File: src/rtl/smbd_pkg.sv
package smbd_pkg;
  localparam int BYTE_W = 8;

  typedef enum logic [2:0] {
    ST_IDLE,
    ST_ADDR,
    ST_CMD,
    ST_DATA,
    ST_SKIP
  } smbd_state_e;

  typedef enum logic [1:0] {
    CK_NONE,
    CK_RAM,
    CK_NV
  } smbd_kind_e;
endpackage

File: src/rtl/smbd_line_sync.sv
module smbd_line_sync #(
  parameter int STAGES = 2
) (
  input  logic clk,
  input  logic rst_n,
  input  logic d_i,
  output logic q_o
);
  logic [STAGES-1:0] ff;

  genvar g;
  generate
    for (g = 0; g < STAGES; g++) begin : g_stage
      if (g == 0) begin : g_first
        always_ff @(posedge clk or negedge rst_n) begin
          if (!rst_n) ff[0] <= 1'b1;
          else        ff[0] <= d_i;
        end
      end else begin : g_next
        always_ff @(posedge clk or negedge rst_n) begin
          if (!rst_n) ff[g] <= 1'b1;
          else        ff[g] <= ff[g-1];
        end
      end
    end
  endgenerate

  assign q_o = ff[STAGES-1];
endmodule

File: src/rtl/smbd_bus_events.sv
module smbd_bus_events (
  input  logic clk,
  input  logic rst_n,
  input  logic scl_s,
  input  logic sda_s,
  output logic scl_rise,
  output logic scl_fall,
  output logic start_c,
  output logic stop_c
);
  logic scl_q, sda_q;

  always_ff @(posedge clk or negedge rst_n) begin
    if (!rst_n) begin
      scl_q <= 1'b1;
      sda_q <= 1'b1;
    end else begin
      scl_q <= scl_s;
      sda_q <= sda_s;
    end
  end

  assign scl_rise = scl_s & ~scl_q;
  assign scl_fall = ~scl_s & scl_q;
  assign start_c  = scl_s & scl_q & sda_q & ~sda_s;
  assign stop_c   = scl_s & scl_q & ~sda_q & sda_s;
endmodule

File: src/rtl/smbd_cmd_class.sv
module smbd_cmd_class
  import smbd_pkg::*;
#(
  parameter logic [BYTE_W-1:0] RAM_TOP = 8'h6F,
  parameter logic [BYTE_W-1:0] NV_LO   = 8'h80,
  parameter logic [BYTE_W-1:0] NV_HI   = 8'h9F
) (
  input  logic [BYTE_W-1:0] cmd_i,
  output smbd_kind_e        kind_o
);
  always_comb begin
    if (cmd_i <= RAM_TOP)                      kind_o = CK_RAM;
    else if (cmd_i >= NV_LO && cmd_i <= NV_HI) kind_o = CK_NV;
    else                                       kind_o = CK_NONE;
  end
endmodule

File: src/rtl/smbus_cmd_dispatch.sv
module smbus_cmd_dispatch
  import smbd_pkg::*;
#(
  parameter int                ADDR_W     = 7,
  parameter logic [ADDR_W-1:0] SLAVE_ADDR = 7'h2C,
  parameter int                SYNC_STG   = 2,
  parameter logic [7:0]        RAM_TOP    = 8'h6F,
  parameter logic [7:0]        NV_LO      = 8'h80,
  parameter logic [7:0]        NV_HI      = 8'h9F,
  parameter int                MAX_DATA   = 2
) (
  input  logic        clk,
  input  logic        rst_n,
  input  logic        scl_i,
  input  logic        sda_i,
  output logic        sda_pull_o,
  output logic        wr_en_o,
  output logic [7:0]  wr_addr_o,
  output logic [7:0]  wr_data_o,
  output logic [7:0]  ram_ptr_o,
  output logic [15:0] nv_ptr_o
);
  localparam int BIT_CW = $clog2(BYTE_W + 1);
  localparam int DCNT_W = $clog2(MAX_DATA + 1);
  localparam logic [BIT_CW-1:0] LAST_BIT = BIT_CW'(BYTE_W);

  logic scl_s, sda_s, scl_rise, scl_fall, start_c, stop_c;
  smbd_kind_e cls_kind;

  smbd_line_sync #(.STAGES(SYNC_STG)) u_scl_sync (.clk, .rst_n, .d_i(scl_i), .q_o(scl_s));
  smbd_line_sync #(.STAGES(SYNC_STG)) u_sda_sync (.clk, .rst_n, .d_i(sda_i), .q_o(sda_s));

  smbd_bus_events u_events (
    .clk, .rst_n, .scl_s, .sda_s,
    .scl_rise, .scl_fall, .start_c, .stop_c
  );

  // state
  smbd_state_e        state_q, state_n;
  logic [BIT_CW-1:0]  bit_q, bit_n;
  logic               ack_q, ack_n;
  logic [BYTE_W-1:0]  sh_q, sh_n;
  logic [BYTE_W-1:0]  cmd_q, cmd_n;
  smbd_kind_e         kind_q, kind_n;
  logic [DCNT_W-1:0]  dcnt_q, dcnt_n;
  logic               pull_n, wr_n;
  logic [7:0]         waddr_n, wdata_n, rptr_n;
  logic [15:0]        nptr_n;

  smbd_cmd_class #(.RAM_TOP(RAM_TOP), .NV_LO(NV_LO), .NV_HI(NV_HI)) u_class (
    .cmd_i(sh_q), .kind_o(cls_kind)
  );

  always_comb begin
    state_n = state_q;
    bit_n   = bit_q;
    ack_n   = ack_q;
    sh_n    = sh_q;
    cmd_n   = cmd_q;
    kind_n  = kind_q;
    dcnt_n  = dcnt_q;
    pull_n  = sda_pull_o;
    wr_n    = 1'b0;
    waddr_n = wr_addr_o;
    wdata_n = wr_data_o;
    rptr_n  = ram_ptr_o;
    nptr_n  = nv_ptr_o;

    if (start_c) begin
      state_n = ST_ADDR;
      bit_n   = '0;
      ack_n   = 1'b0;
      pull_n  = 1'b0;
    end else if (stop_c) begin
      state_n = ST_IDLE;
      bit_n   = '0;
      ack_n   = 1'b0;
      pull_n  = 1'b0;
    end else if (ack_q) begin
      if (scl_fall) begin
        ack_n  = 1'b0;
        pull_n = 1'b0;
        bit_n  = '0;
      end
    end else if (state_q == ST_ADDR || state_q == ST_CMD || state_q == ST_DATA) begin
      if (scl_rise && bit_q < LAST_BIT) begin
        sh_n  = {sh_q[BYTE_W-2:0], sda_s};
        bit_n = bit_q + 1'b1;
      end else if (scl_fall && bit_q == LAST_BIT) begin
        unique case (state_q)
          ST_ADDR: begin
            if (sh_q[BYTE_W-1:1] == SLAVE_ADDR) begin
              ack_n   = 1'b1;
              pull_n  = 1'b1;
              state_n = sh_q[0] ? ST_SKIP : ST_CMD;
            end else begin
              state_n = ST_IDLE;
            end
          end
          ST_CMD: begin
            if (cls_kind == CK_NONE) begin
              state_n = ST_SKIP;
            end else begin
              ack_n   = 1'b1;
              pull_n  = 1'b1;
              cmd_n   = sh_q;
              kind_n  = cls_kind;
              dcnt_n  = '0;
              state_n = ST_DATA;
              if (cls_kind == CK_RAM) rptr_n = sh_q;
            end
          end
          default: begin
            if (dcnt_q == '0) begin
              ack_n  = 1'b1;
              pull_n = 1'b1;
              dcnt_n = dcnt_q + 1'b1;
              if (kind_q == CK_RAM) begin
                wr_n    = 1'b1;
                waddr_n = cmd_q;
                wdata_n = sh_q;
              end else begin
                nptr_n = {cmd_q, sh_q};
              end
            end else if (int'(dcnt_q) < MAX_DATA && kind_q == CK_RAM && cmd_q < RAM_TOP) begin
              ack_n   = 1'b1;
              pull_n  = 1'b1;
              dcnt_n  = dcnt_q + 1'b1;
              wr_n    = 1'b1;
              waddr_n = cmd_q + 8'(dcnt_q);
              wdata_n = sh_q;
            end else begin
              state_n = ST_SKIP;
            end
          end
        endcase
      end
    end
  end

  always_ff @(posedge clk or negedge rst_n) begin
    if (!rst_n) begin
      state_q    <= ST_IDLE;
      bit_q      <= '0;
      ack_q      <= 1'b0;
      sh_q       <= '0;
      cmd_q      <= '0;
      kind_q     <= CK_NONE;
      dcnt_q     <= '0;
      sda_pull_o <= 1'b0;
      wr_en_o    <= 1'b0;
      wr_addr_o  <= '0;
      wr_data_o  <= '0;
      ram_ptr_o  <= '0;
      nv_ptr_o   <= '0;
    end else begin
      state_q    <= state_n;
      bit_q      <= bit_n;
      ack_q      <= ack_n;
      sh_q       <= sh_n;
      cmd_q      <= cmd_n;
      kind_q     <= kind_n;
      dcnt_q     <= dcnt_n;
      sda_pull_o <= pull_n;
      wr_en_o    <= wr_n;
      wr_addr_o  <= waddr_n;
      wr_data_o  <= wdata_n;
      ram_ptr_o  <= rptr_n;
      nv_ptr_o   <= nptr_n;
    end
  end
endmodule

File: config.mk
export PLATFORM = sky130hd
export DESIGN_NAME = smbus_cmd_dispatch
export DESIGN_NICKNAME = d
export VERILOG_FILES = /design/src/rtl/smbd_pkg.sv /design/src/rtl/smbd_line_sync.sv /design/src/rtl/smbd_bus_events.sv /design/src/rtl/smbd_cmd_class.sv /design/src/rtl/smbus_cmd_dispatch.sv
export SDC_FILE = /design/constraint.sdc
export NUM_CORES = 1
export LEC_CHECK = 0
export ABC_CLOCK_PERIOD_IN_PS = 2740
export BUFFER_PORTS_ARGS = -buffer_cell sky130_fd_sc_hd__buf_2
export CAP_MARGIN = 30
export CORE_MARGIN = 4
export CORE_UTILIZATION = 57
export DETAILED_ROUTE_END_ITERATION = 6
export PLACE_DENSITY = 0.78
export SETUP_SLACK_MARGIN = 0.5
export SYNTH_ARGS = -nofsm -noshare
export SYNTH_HDL_FRONTEND = slang
export SYNTH_SLANG_ARGS = --single-unit
File: constraint.sdc
create_clock -name clk -period 2.74 [get_ports clk]
set_input_delay 0.685 -clock clk [delete_from_list [all_inputs] [get_ports clk]]
set_output_delay 0.685 -clock clk [all_outputs]
set_load 0.03 [all_outputs]
# Word level (Yosys, flattened, before mapping)
# Cells that the tools add are included.
[op_classes] shifts=0 n_bitwise=19 n_reduce_logical=27 add_sub_neg=3 eq_ne=17 order_cmp=6 mux=63 n_mul=0 div=0
[ops] op="8-bit two-way mux" n=6
[ops] op="9-bit AND reduction" n=4
[ops] op="3-bit two-way mux" n=11
[ops] op="1-bit two-way mux" n=31
[ops] op="4-bit two-way mux" n=6
[ops] op="5-bit != test, second input constant" n=3
[ops] op="1-bit inverter" n=12
[ops] op="4-bit nonzero test" n=3
[ops] op="2-bit two-way mux" n=5
[ops] op="3-bit nonzero test" n=3
[ops] op="8-bit by 2-bit adder with 8-bit output" n=1
[ops] op="8-bit greater-or-equal comparator, second input constant" n=1
[ops] op="8-bit by 7-bit less-or-equal comparator with 1-bit output, second input constant" n=1
[ops] op="8-bit less-or-equal comparator, second input constant" n=1
[ops] op="8-bit by 7-bit less-than comparator with 1-bit output, second input constant" n=1
[ops] op="4-bit != test, second input constant" n=2
[ops] op="8-bit AND reduction" n=1
[ops] op="1-bit AND" n=7
[ops] op="7-bit by 6-bit == test with 1-bit output, second input constant" n=1
[ops] op="7-bit AND reduction" n=1
[ops] op="7-bit nonzero test" n=1
[ops] op="3-bit by 2-bit == test with 1-bit output, second input constant" n=2
[ops] op="3-bit != test, second input constant" n=2
[ops] op="3-bit case mux with 2 select lines" n=1
[ops] op="20 further kinds" n=28
[totals] mem_bits_ro=0 memories=0 elab_cells=154 latchBits=0 mem_bits_rw=0 regBits=76

# Longest topological paths before layout
[logic_depth] depth_word=13 depth_mapped=7 depth_no_buf=7

# By module
# A second synthesis with hierarchy kept.
[hier_totals] cells_unflattened=245 area_unflattened_um2=3326.9
[by_module_without_submodules] mod="smbus_cmd_dispatch" seq_area_each_um2=1751.7 cells_each=233 area_per_inst_um2=3118.0 n_inst=1
[by_module_without_submodules] mod="smbd_line_sync" seq_area_each_um2=52.6 cells_each=2 area_per_inst_um2=52.6 n_inst=2
[by_module_without_submodules] mod="smbd_bus_events" seq_area_each_um2=52.6 cells_each=6 area_per_inst_um2=85.1 n_inst=1
[by_module_without_submodules] mod="smbd_cmd_class" seq_area_each_um2=0.0 cells_each=2 area_per_inst_um2=18.8 n_inst=1

# Worst setup path after synthesis
# No wires, ideal clock.
[synth_path] kind="reg-to-reg" from="register u_events.scl_q" to="register nv_ptr_o[10]" setup_ns=0.125 arrival_time_ns=2.332 required_time_ns=2.615 path_stages_with_launch=7 slack_ns=0.283 path_cell_list="dfstp_2 > and4bb_1 > nand2_1 > or4_4 > nor4_4 > buf_6 > mux2_2"
[synth_between] elab_chain_len=5 elab_cells_between_ends=14 classes_between="11 x bitwise; 3 x reduce/logical"
[synth_lines] item="from (decl)" line="smbd_bus_events.sv:11" text="logic scl_q, sda_q;"
[synth_lines] item="from (signal assigned)" line="smbd_bus_events.sv:18" text="scl_q <= scl_s;"
[synth_lines] item="1-bit AND or 1-bit inverter (tied branches)" line="smbd_bus_events.sv:25, smbd_bus_events.sv:26, smbd_bus_events.sv:23"
[synth_lines] item="1-bit AND, on equally long branches" line="smbd_bus_events.sv:26, smbd_bus_events.sv:23, smbd_bus_events.sv:25"
[synth_lines] item="1-bit AND, or another cell as far along" line="smbd_bus_events.sv:26" text="assign stop_c = scl_s & scl_q & ~sda_q & sda_s;"
[synth_lines] item="1-bit inverter (no source line)"
[synth_lines] item="9-bit AND reduction (no source line) *"
[synth_lines] item="to (signal assigned)" line="smbus_cmd_dispatch.sv:169" text="nv_ptr_o <= nptr_n;"
[synth_lines] item="to (decl)" line="smbus_cmd_dispatch.sv:21" text="output logic [15:0] nv_ptr_o"
# Every way passes the cells marked *; elsewhere a longest branch is shown, timed or not.
# A chain may end at the register's enable or synchronous reset.

# Final worst setup path
[layout_path] from="register u_events.scl_q" to="register nv_ptr_o[14]"
# Same word-level chain as after synthesis.

==> impl_results.md <==
* Status: completed
* Worst EP arrival at about 2500 ps
* Cell area after placement at 3710 sq um
* H-Tree Depth at 3
* Crit start category: register
* Remaining Overflow, GRT at 0
* Ports at 46
* Post-synth top area share at between 50% and 60%
* Antenna-violating nets left at 0
* CTS tree: yes
* Yosys top cell by area: dfrtp_1
* Area growth syn-to-layout at 22.3%
* Max-cap check violation count at 0
* WP data required at roughly 3000 ps
* LEAKAGE at roughly 2.1 nW
* Final Max Slew Viols at 0
* Avg WL per Cell at 18.4 um
* Final setup viols at 0
* Pre-antenna DRT Iters at 5
* CP max FO at 6
* Antenna cell count at 0
* Nets at 336
* Most frequent cells in the layout: dfrtp_1, buf_2, mux2_4
* Met1 usage at between 30% and 40%
* Largest net degree at the start of global routing at 77
* Worst Setup End Kind: register
* Vias in the first global route at approximately 2300
* Finished Core Util at between 70% and 80%
* Crit Path Class: register to register
* CTS buffer count at 9
* Final TNS setup at 0 ps
* Worst hold path class: register to register
* Clock sinks at between 70 and 80
* Synth cell types at 49
* Core Rows at 27
* Initial antenna violation count at 0
* Buffers on Ports at 45
* Peak VDD IR at 387 uV
* Syn Area/Cell at about 13 sq um
* Root buf cell: clkbuf_8
* EDFF count, synth at 0
* RSZ-0062 raised after global routing: yes
* DIE AREA at 7270 sq um
* M3 GR Usage at about 4.3%
* First-pass GRT wire length at between 10000 and 15000 um
* Buffer levels on the longest clock path at 2
* Syn Inst Count at between 200 and 300
* Die width at roughly 85 um
* Tot GR Track Use at a little over a fifth
* Clock skew at approximately 8.2 ps
* YS warnings at 0
* Flops & latches, synth at 76
* Post-route minimum period at around 2300 ps
* Measured slew at the worst slew-check pin at ~900 ps
* Pwr Total at 2.00 mW
* Placer Congestion at just under 0.9
* Die Ht at around 85 um
* Clock latency on the worst-skew pair at 340 ps
* Synth top area cells: dfrtp_1, mux2_2, dfstp_2, nor2_1, ha_1
* Post-Route WL at 7410 um
* Starting DRT DRC Count at 132
* Final Hold Viols at 0
* GRT Max-Usage Layer: met2
* FMAX at 0.436 GHz
* Top_reg_cell synth: dfrtp_1
* CTS Hold Bufs at 0
* Vias at 2326
* Post-route cell area at ~4200 sq um
* Post-Syn Area at around 3400 sq um
* DRC Markers at 0
* Syn_nets at between 200 and 300
* CTS clk-pin slew, worst paths at around 80 ps
* Via density per instance at 5.77
* Pwr dens at just under 500 nW/um^2
* DP HPWL at 4520 um
* Rel. slew slack at about 39%
* Most common cell after layout, fill and taps aside: dfrtp_1
* Register area share after synthesis at 56.1%
* Initial core utilization at 60.3%
* Tcrit/Tclk final at about 84%
* Core area at roughly 5600 sq um
* Async SR Flop Fraction at between 90% and 100%
* Layout cells sized above 1 at 47.1%
* M2 GR Usage at between 30 and 40%
-- synth_stat cells (3+ instances only) --
library cell,number
a21oi_1,3
a22o_1,4
clkbuf_1,9
dfrtp_1,70
dfstp_2,6
ha_1,5
inv_1,8
mux2_2,59
nand2_1,13
nand2b_1,5
nand3_1,3
nor2_1,18
nor3_1,3
nor3b_1,3
o21ai_0,6
xnor2_1,4
xor2_1,5
-- cell families (layout without fill, tap and decap cells) --
kind of cell	count (synthesis)	count (layout)	share of synthesized area, %
DFF	76	76	56.1
and+or+nand+nor	63	63	10.9
muxes	60	60	19.8
AOI/OAI and AO/OA	28	28	5.92
buffers and inverters	19	89	2.43
xor gates and xnor gates	9	9	2.32
adders and majority gates	6	6	2.43
-- critical path: stages (launching register included) --
cell      delay, ps
dfstp_2         530
and4bb_1        220
nand2_2          70
or4_4           440
nor4_4          350
buf_6           210
mux2_2          350
-- flip-flops by register name, indices dropped and copies added, names as in the netlist, 2 cells and up --
register and flops:
bit_q 4, nv_ptr_o 16, kind_q 2, dcnt_q 2, state_q 3, cmd_q 8, ram_ptr_o 8, sh_q 8
wr_addr_o 8, wr_data_o 8
-- per-layer routing --
layer / routed length (um) / vias to the layer above
li1: - / 1055
met1: 3510 / 1191
met2: 3440 / 65
met3: 314 / 15
met4: 136 / 0
met5: 0 / -
-- worst paths after layout --
kind                                  start  slack, ps              to  depth (start not counted)
max reg2reg                  u_events.scl_q        450    nv_ptr_o[14]                          6
min reg2reg                u_scl_sync.ff[0]        350  u_scl_sync.q_o                          0
min                        u_scl_sync.ff[0]        350  u_scl_sync.q_o                          0
max                          u_events.scl_q        450    nv_ptr_o[14]                          6
min in group asynchronous             rst_n        460        bit_q[2]                          1
max in group asynchronous             rst_n       1620        cmd_q[4]                          1
-- repair_timing --
action                                  4_1_cts  5_1_grt
endpoints found under the setup margin       32       34
pin swaps                                     0        3
gates cloned                                  1        1
resized for setup                            12       31
setup buffers                                 4       10
-- cell type report --
type	count	area, sq um
flip-flops and latches	76	1910
multi-input cells	166	1550
fillers	348	1480
repair buffers	65	410
clock buffers	13	149
well taps	72	90.1
inverters	8	30.0
clock inverters	3	15.0
-- where the power goes --
group,internal (mW),leakage [nW],total [mW],switching [mW]
sequential,1.15,1.03,1.18,0.0334
clock,0.350,0.0872,0.738,0.387
combinational,0.0365,1.00,0.0875,0.0510
total,1.53,2.12,2.00,0.472
-- through the flow --
stage	setup slack, ps	instances	hold WS [ps]
floorplan	404	261	345
global placement	410	371	346
detailed placement	371	371	347
CTS	456	392	355
global route	401	403	357
finish	445	403	348
No activity file was read; power rests on OpenSTA's default activity.
